## src/rtl/fuse_rd_pkg.sv

```systemverilog
package fuse_rd_pkg;

  localparam int FUSE_AW   = 10;
  localparam int FUSE_DW   = 8;
  localparam int CTRL_W    = 16;

  localparam int BIT_CSB   = 0;
  localparam int BIT_STRB  = 1;
  localparam int BIT_LOAD  = 2;
  localparam int BIT_PGENB = 3;
  localparam int ADDR_LSB  = 6;

  typedef enum logic [2:0] {
    PH_IDLE,
    PH_OPEN,
    PH_ACLR,
    PH_ADDR,
    PH_STRB,
    PH_HOLD,
    PH_DONE
  } phase_t;

  // settle interval in cycles, rounded up, never below one
  function automatic int settle_cycles(input int clk_mhz, input int settle_ns);
    int c;
    c = (clk_mhz * settle_ns + 999) / 1000;
    return (c < 1) ? 1 : c;
  endfunction

  function automatic logic [FUSE_AW-1:0] addr_next(input logic [FUSE_AW-1:0] a);
    return a + 1'b1;
  endfunction

  function automatic logic [CTRL_W-1:0] standby_word();
    logic [CTRL_W-1:0] w;
    w = '0;
    w[BIT_PGENB] = 1'b1;
    w[BIT_CSB]   = 1'b1;
    return w;
  endfunction

  function automatic logic [CTRL_W-1:0] ctrl_word(input phase_t ph,
                                                  input logic [FUSE_AW-1:0] a);
    logic [CTRL_W-1:0] w;
    w = '0;
    case (ph)
      PH_OPEN, PH_ACLR: begin
        w[BIT_LOAD]  = 1'b1;
        w[BIT_PGENB] = 1'b1;
      end
      PH_ADDR, PH_HOLD: begin
        w[BIT_LOAD]  = 1'b1;
        w[BIT_PGENB] = 1'b1;
        w[ADDR_LSB +: FUSE_AW] = a;
      end
      PH_STRB: begin
        w[BIT_LOAD]  = 1'b1;
        w[BIT_PGENB] = 1'b1;
        w[BIT_STRB]  = 1'b1;
        w[ADDR_LSB +: FUSE_AW] = a;
      end
      default: w = standby_word();
    endcase
    return w;
  endfunction

endpackage

```

## src/rtl/fuse_rd_timer.sv

```systemverilog
module fuse_rd_timer #(
  parameter int DELAY_CYCLES = 250
) (
  input  logic clk,
  input  logic rst_n,
  input  logic restart,
  output logic tick
);
  localparam int CW = (DELAY_CYCLES > 1) ? $clog2(DELAY_CYCLES) : 1;
  localparam logic [CW-1:0] LOADV = CW'(DELAY_CYCLES - 1);

  logic [CW-1:0] cnt_q;

  always_ff @(posedge clk) begin
    if (!rst_n)             cnt_q <= LOADV;
    else if (restart)       cnt_q <= LOADV;
    else if (cnt_q != '0)   cnt_q <= cnt_q - 1'b1;
  end

  assign tick = (cnt_q == '0);

  AST_SETTLE_FLOOR: assert property (@(posedge clk) disable iff (!rst_n)
    restart |=> (!tick || DELAY_CYCLES == 1));

endmodule

```

## src/rtl/fuse_rd_fsm.sv

```systemverilog
module fuse_rd_fsm
  import fuse_rd_pkg::*;
#(
  parameter int LEN_W = 11
) (
  input  logic               clk,
  input  logic               rst_n,
  input  logic               req_start,
  input  logic [FUSE_AW-1:0] req_addr,
  input  logic [LEN_W-1:0]   req_len,
  input  logic               tick,
  output phase_t             phase,
  output logic               phase_chg,
  output logic [FUSE_AW-1:0] addr_q,
  output logic               sample_evt
);
  phase_t             ph_n;
  logic [LEN_W-1:0]   rem_q;
  logic               accept_evt;
  logic               advance_evt;
  logic               last_byte;

  assign accept_evt  = (phase == PH_IDLE) && req_start;
  assign sample_evt  = (phase == PH_STRB) && tick;
  assign advance_evt = (phase == PH_HOLD) && tick;
  assign last_byte   = (rem_q == LEN_W'(1));

  always_comb begin
    ph_n = phase;
    case (phase)
      PH_IDLE: if (req_start) ph_n = (req_len == '0) ? PH_DONE : PH_OPEN;
      PH_OPEN: if (tick) ph_n = PH_ACLR;
      PH_ACLR: ph_n = PH_ADDR;
      PH_ADDR: if (tick) ph_n = PH_STRB;
      PH_STRB: if (tick) ph_n = PH_HOLD;
      PH_HOLD: if (tick) ph_n = last_byte ? PH_DONE : PH_ACLR;
      PH_DONE: ph_n = PH_IDLE;
      default: ph_n = PH_IDLE;
    endcase
  end

  assign phase_chg = (ph_n != phase);

  always_ff @(posedge clk) begin
    if (!rst_n) begin
      phase  <= PH_IDLE;
      addr_q <= '0;
      rem_q  <= '0;
    end else begin
      phase <= ph_n;
      if (accept_evt) begin
        addr_q <= req_addr;
        rem_q  <= req_len;
      end else if (advance_evt) begin
        addr_q <= addr_next(addr_q);
        rem_q  <= rem_q - 1'b1;
      end
    end
  end

  AST_BUSY_START_IGNORED: assert property (@(posedge clk) disable iff (!rst_n)
    (phase inside {PH_OPEN, PH_ADDR, PH_STRB} && req_start)
      |=> ($stable(addr_q) && $stable(rem_q)));

  AST_ZERO_LEN_DONE: assert property (@(posedge clk) disable iff (!rst_n)
    (accept_evt && req_len == '0) |=> (phase == PH_DONE));

endmodule

```

## src/rtl/fuse_rd_capture.sv

```systemverilog
module fuse_rd_capture #(
  parameter int DW = 8
) (
  input  logic          clk,
  input  logic          rst_n,
  input  logic          sample,
  input  logic [DW-1:0] din,
  output logic          valid,
  output logic [DW-1:0] data
);
  always_ff @(posedge clk) begin
    if (!rst_n) begin
      valid <= 1'b0;
      data  <= '0;
    end else begin
      valid <= sample;
      if (sample) data <= din;
    end
  end
endmodule

```

## src/rtl/fuse_rd_seq.sv

```systemverilog
module fuse_rd_seq
  import fuse_rd_pkg::*;
#(
  parameter int CLK_MHZ      = 250,
  parameter int SETTLE_NS    = 1000,
  parameter int DELAY_CYCLES = settle_cycles(CLK_MHZ, SETTLE_NS),
  parameter int LEN_W        = 11
) (
  input  logic               clk,
  input  logic               rst_n,
  input  logic               req_start,
  input  logic [FUSE_AW-1:0] req_addr,
  input  logic [LEN_W-1:0]   req_len,
  output logic               busy,
  output logic               rd_valid,
  output logic [FUSE_DW-1:0] rd_data,
  output logic               done,
  output logic [CTRL_W-1:0]  fuse_ctrl,
  input  logic [FUSE_DW-1:0] fuse_dout
);
  phase_t             phase;
  logic               phase_chg;
  logic               tick;
  logic [FUSE_AW-1:0] addr_q;
  logic               sample_evt;

  fuse_rd_timer #(.DELAY_CYCLES(DELAY_CYCLES)) u_timer (
    .clk     (clk),
    .rst_n   (rst_n),
    .restart (phase_chg),
    .tick    (tick)
  );

  fuse_rd_fsm #(.LEN_W(LEN_W)) u_fsm (
    .clk        (clk),
    .rst_n      (rst_n),
    .req_start  (req_start),
    .req_addr   (req_addr),
    .req_len    (req_len),
    .tick       (tick),
    .phase      (phase),
    .phase_chg  (phase_chg),
    .addr_q     (addr_q),
    .sample_evt (sample_evt)
  );

  fuse_rd_capture #(.DW(FUSE_DW)) u_cap (
    .clk    (clk),
    .rst_n  (rst_n),
    .sample (sample_evt),
    .din    (fuse_dout),
    .valid  (rd_valid),
    .data   (rd_data)
  );

  assign fuse_ctrl = ctrl_word(phase, addr_q);
  assign busy      = (phase != PH_IDLE);
  assign done      = (phase == PH_DONE);

  AST_SAMPLE_UNDER_STROBE: assert property (@(posedge clk) disable iff (!rst_n)
    rd_valid |-> ($past(fuse_ctrl[BIT_STRB]) && !fuse_ctrl[BIT_STRB]));

  AST_STROBE_HOLDS_ADDR: assert property (@(posedge clk) disable iff (!rst_n)
    (fuse_ctrl[BIT_STRB] && $past(fuse_ctrl[BIT_STRB]))
      |-> $stable(fuse_ctrl[ADDR_LSB +: FUSE_AW]));

  AST_DONE_STANDBY: assert property (@(posedge clk) disable iff (!rst_n)
    done |-> (fuse_ctrl == standby_word()));

  AST_ONE_EVENT: assert property (@(posedge clk) disable iff (!rst_n)
    $onehot0({rd_valid, done}));

  AST_IDLE_STANDBY: assert property (@(posedge clk) disable iff (!rst_n)
    !busy |-> (fuse_ctrl == standby_word() && !rd_valid));

endmodule

```

## config.mk

```make
export PLATFORM = sky130hd
export DESIGN_NAME = fuse_rd_seq
export DESIGN_NICKNAME = d
export VERILOG_FILES = /design/src/rtl/fuse_rd_pkg.sv /design/src/rtl/fuse_rd_timer.sv /design/src/rtl/fuse_rd_fsm.sv /design/src/rtl/fuse_rd_capture.sv /design/src/rtl/fuse_rd_seq.sv
export SDC_FILE = /design/constraint.sdc
export NUM_CORES = 1
export LEC_CHECK = 0
export ABC_AREA = 1
export BUFFER_PORTS_ARGS = -buffer_cell sky130_fd_sc_hd__buf_2
export CAP_MARGIN = 5
export CELL_PAD_IN_SITES_DETAIL_PLACEMENT = 1
export CELL_PAD_IN_SITES_GLOBAL_PLACEMENT = 1
export CORE_MARGIN = 2
export CORE_UTILIZATION = 34
export CTS_BUF_LIST = sky130_fd_sc_hd__clkbuf_8 sky130_fd_sc_hd__clkbuf_16
export CTS_CLUSTER_DIAMETER = 40
export DETAILED_ROUTE_END_ITERATION = 16
export PLACE_DENSITY = 0.77
export SLEW_MARGIN = 20
export SYNTH_ARGS = -nofsm -noshare
export SYNTH_HDL_FRONTEND = slang
export SYNTH_SLANG_ARGS = --single-unit
export TNS_END_PERCENT = 20
```

## constraint.sdc

```tcl
create_clock -name clk -period 1.6 [get_ports clk]
set_clock_uncertainty 0.15 [all_clocks]
set_input_delay 0.24 -clock clk [delete_from_list [all_inputs] [get_ports clk]]
set_output_delay 0.24 -clock clk [all_outputs]
set_load 0.01 [all_outputs]
```

After elaboration in Yosys (flattened, before gate mapping) --
Index checks and enable logic that the tools add are counted.
Cells by class: equal/unequal tests 8, mux-type cells 16, $add $sub $neg 3, bitwise operators 1, reduce and logical (&&, ||, !) cells 12
Operators by type and width (number):
- $mux W10 | 3
- $mux W11 | 2
- $mux W3 | 7
- $pmux W3 S6 | 1
- $eq A11 B1 Y1 const B | 1
- $logic_not A11 Y1 | 1
- $sub A11 B1 Y11 const B | 1
- $add A10 B1 Y10 const B | 1
- $eq A3 B3 Y1 const B | 3
- $logic_not A8 Y1 | 1
- $reduce_bool A8 Y1 | 1
- $sub A8 B1 Y8 const B | 1
- $eq A3 B2 Y1 const B | 2
- $reduce_or A5 Y1 | 1
- $eq A3 B1 Y1 const B | 1
- $logic_and A1 B1 Y1 | 3
- $logic_not A3 Y1 | 1
- $mux W1 | 3
- $ne A3 B3 Y1 | 1
- $reduce_bool A3 Y1 | 1
- $reduce_or A3 Y1 | 1
- $reduce_bool A2 Y1 | 1
- $reduce_or A2 Y1 | 1
- $not A1 Y1 | 1
Word-level totals: logic and storage cells 46, flip-flop bits (word level) 41, output and inout bits 27, input port bits 32

Logic depth before layout (Yosys ltp) --
depth after elaboration 6, gate-level depth with buffers 12, gate-level depth less buffers 11

Hierarchy --
A second synthesis with hierarchy kept.
Unflattened totals: cell total of the unflattened synthesis 405, area total of the unflattened synthesis 2576.2 µm²
By module, submodules not included:
- fuse_rd_fsm | area an instance 1596.5 µm², times used 1, seq. area each 480.5 µm², cells an instance 249
- fuse_rd_timer | area an instance 446.7 µm², times used 1, seq. area each 160.2 µm², cells an instance 66
- fuse_rd_capture | area an instance 375.4 µm², times used 1, seq. area each 180.2 µm², cells an instance 54
- fuse_rd_seq | area an instance 157.7 µm², times used 1, seq. area each 0.0 µm², cells an instance 36

Worst setup path after synthesis --
No wires, ideal clock.
path type reg-to-reg, start point reg u_timer.cnt_q[0], end point reg u_fsm.rem_q[4], library setup time 0.110 ns, stages on the path, launching flop included 13, required time 1.340 ns, arrival 1.429 ns, buffers on the path 1, period minus slack after synthesis 1.689 ns, slack -0.089 ns, cell sequence dfxtp_1 -> inv_1 -> ha_1 -> nand2_4 -> nor2_8 -> nand2_4 -> nand2_2 -> buf_4 -> o21ai_1 -> nand2_1 -> nand3_1 -> nand2_1 -> inv_1
On the way: longest elaborated chain between the ends 3
RTL lines:
- start: declaration | line fuse_rd_timer.sv:12 | logic [CW-1:0] cnt_q;
- start signal: assignment | line fuse_rd_timer.sv:17 | else if (cnt_q != '0) cnt_q <= cnt_q - 1'b1;
- $logic_not A8 Y1 | line fuse_rd_timer.sv:20 | assign tick = (cnt_q == '0);
- $logic_and A1 B1 Y1 | line fuse_rd_fsm.sv:25 | assign advance_evt = (phase == PH_HOLD) && tick;
- $reduce_bool A2 Y1 (no line)
- end signal: assignment | line fuse_rd_fsm.sv:53 | rem_q <= req_len;
- end signal: assignment | line fuse_rd_fsm.sv:56 | rem_q <= rem_q - 1'b1;
- end: declaration | line fuse_rd_fsm.sv:18 | logic [LEN_W-1:0] rem_q;
No other way between the ends. A chain may end at the register's enable or synchronous reset.

Worst setup path in the final report --
start point reg u_fsm.phase[2], end point out fuse_ctrl[6]
On the way: longest elaborated chain between the ends 3
RTL lines:
- start: declaration | line fuse_rd_fsm.sv:12 | output phase_t phase,
- start signal: assignment | line fuse_rd_fsm.sv:50 | phase <= ph_n;
- $eq A3 B2 Y1 / $eq A3 B3 Y1 (equally long branches) | line fuse_rd_pkg.sv:46 | case (ph)
- $reduce_or A3 Y1 (no line) (*)
- $mux W10 (*) | line fuse_rd_pkg.sv:46
- end: declaration | line fuse_rd_seq.sv:18 | output logic [CTRL_W-1:0] fuse_ctrl,
Mark *: on every way between the ends. The rest lies on a longest branch, timed or not.

==> metrics.md <==
| Metric | Value |
|---|---|
| Status | complete, but fails checks |
| Violated checks | setup timing |
| WHS | 0.0121 ns |
| Port bufs | 55 |
| Slowest stage cell on the critical path | dfxtp_4 |
| PD cells | 686 nW/µm² |
| Final Max Tran Viols | 0 |
| Synthesized area per cell | 6.74 µm² |
| CTS tree | yes |
| Number of global-route vias before repair | 2774 |
| Top cell type's share of synthesized area | 33.4% |
| Number of synthesized flops with an enable pin | 0 |
| Placed cells | 564 |
| Overall Power | 2430 µW |
| Primary FF master, synth | dfxtp_1 |
| GRT Total Usage | 21.3% |
| Synth Warn # | 0 |
| Routed Antenna Nets | 0 |
| Final setup viols | 44 |
| Synth cell types | 37 |
| Main area contributors after synthesis | dfxtp_1 (33%), nand2_1 (13%), nor2_1 (7.8%) |
| CP Launch Type | register |
| Antenna diodes | 0 |
| Crit path DAT | 1.55 ns |
| Worst skew pair latency | 0.30 ns |
| Placed wire-length estimate | 6250 µm |
| Worst hold-check path type | in2reg |
| Vias | 2820 |
| Filler-free cell count of the finished design | 574 |
| Crit path launch | u_fsm.phase[2] |
| Row count | 31 |
| Placer congestion estimate | 0.836 |
| Final worst-path setup slack | -0.342 ns |
| Drt first-iter violations | 126 |
| Ys async rst share | 0% |
| Final period util | 121% |
| MaxCap Viol Count | 0 |
| Final Hold Fails | 0 |
| Required time of the worst setup path | 1.21 ns |
| Root Driver | clkbuf_8 |
| Pleak | 0.00180 µW |
| Drt wl/cell | 15.6 µm |
| Max Fclk | 515 MHz |
| DR pass1 iterations | 4 |
| Layout area overhead | 44.2% |
| IO Pins | 59 |
| Die W | 89.1 µm |
| CTS H-tree depth | 2 |
| Mapped cell area | 2460 µm² |
| Pin count of the biggest net entering global routing | 15 |
| Worst-path clk slew | 0.08 ns |
| DR vias/cell | 4.91 |
| Synth cell count leaders | nand2_1 (86), nor2_1 (51), inv_1 (42) |
| Number of synthesized register bits | 41 |
| Most common cell in the netlist | nand2_1 |
| Net count, final | 510 |
| Num Clock Sinks | 41 |
| Min Tclk post-route | 1.94 ns |
| Initial core utilization | 34.5% |
| Ratio of cells with drive above 1 in the final layout | 39.8% |
| First-pass GRT wire length | 13100 µm |
| Crit path cell chain | inv_6, nor3_4, inv_2, o211ai_4, buf_12, nand2_1, inv_1, buf_2 |
| Grt ovf | 0 |
| Initial antenna violation count | 0 |
| Drt total wl | 8960 µm |
| Setup CP Type | reg2out |
| Reg2Reg Launch Point | u_fsm.phase[1] |
| TritonCTS Buffers | 5 |
| Crit. End Element | primary output |
| Area leader, netlist | dfxtp_1 |
| CTS Buffer Depth | 2 |
| Cell count after synthesis | 365 |
| Max FO, Critical Path | 5 |
| Multi-input gate area | 1480 µm² |
| CP peak stage delay | 0.38 ns |
| Setup repair after global routing missed its margin | yes |
| Die area | 7930 µm² |
| Seq/Total Area, Yosys | 33.4% |
| Worst hold path startpoint | fuse_dout[0] |
| DRC viols | 0 |
| Peak supply drop | 0.418 mV |
| Overall die height | 89.1 µm |
| Seq. cell area | 835 µm² |
| Core region area | 7140 µm² |
| Filler instances | 952 |
## cell type report
cell class	count	share of cell area, %
clock inverters	1	0.141
multi-input cells	263	41.8
inverters	50	5.86
repair buffers	113	22.4
well taps	99	3.49
flip-flops and latches	41	23.5
clock buffers	7	2.72
## critical path, delay by kind of cell, from the launching register on
| kind | cells | cell delay (ns) |
|---|---|---|
| buf+inv | 5 | 0.51 |
| flops | 1 | 0.38 |
| simple gates | 2 | 0.25 |
| compound gates | 1 | 0.11 |
## report_power, final
part           switching, µW  internal, µW  leakage (µW)
Clock                    384           391     0.0000542
Sequential              45.4          1060      0.000336
Combinational            313           237       0.00141
## timing repair
| item | in CTS | in global routing |
|---|---|---|
| hold endpoints to repair | 0 | 0 |
| setup endpoints to repair | 50 | 54 |
| buffers inserted | 0 | 1 |
| resized for setup | 15 | 49 |
| hold buffers | 0 | 0 |
| cloned | 0 | 1 |
| pin swaps | 1 | 4 |
## state kept, by name, indices dropped and copies added (netlist names)
register / cells
u_fsm.rem_q: 11
u_cap.data: 8
u_timer.cnt_q: 8
u_fsm.addr_q: 10
u_fsm.phase: 3
u_cap.valid: 1
## logic make-up after synthesis
| group | Yosys count | synth area share [%] |
|---|---|---|
| compound gates | 57 | 13.6 |
| flops | 41 | 33.4 |
| simple gates | 187 | 35.2 |
| other cells | 2 | 0.305 |
| fa+ha+maj | 4 | 2.03 |
| xor+xnor | 12 | 4.27 |
| buf+inv | 62 | 11.2 |
## placed cells by master (no fill, tap or decap), types with 11 or more instances in the layout
cell and count:
a21oi_1 11, buf_2 50, buf_4 52, dfxtp_1 36, inv_1 33, inv_2 11, nand2_1 79, nand3_1 14
nor2_1 41, nor2_2 11, o21ai_0 19
## worst paths after layout
| kind | slack (ns) | cells after the start | end |
|---|---|---|---|
| setup / recovery | -0.34 | 8 | fuse_ctrl[6] |
| hold / removal | 0.01 | 3 | u_cap.data[0] |
| setup reg to reg | -0.19 | 8 | u_timer.cnt_q[0] |
| hold reg to reg | 0.33 | 2 | u_fsm.rem_q[1] |
## stage by stage
step	area (µm²)	util (%)	setup TNS [ns]	setup WS, ns
global placement	3230	45.3	-0.826	-0.133
detailed placement	3230	45.3	-2.74	-0.316
finish	3550	49.7	-5.25	-0.342
CTS	3370	47.3	-3.38	-0.237
floorplan	2480	-	0	0.00392
global route	3550	49.7	-9.58	-0.399
## per-layer routing
metal	up-vias	global-route usage [%]	wire length [µm]
li1	1378	-	-
met1	1358	27.7	3970
met2	66	36.4	4490
met3	18	2.95	312
met4	0	6.92	188
met5	-	0	0
Note: power is estimated with default switching activity, not from simulation.
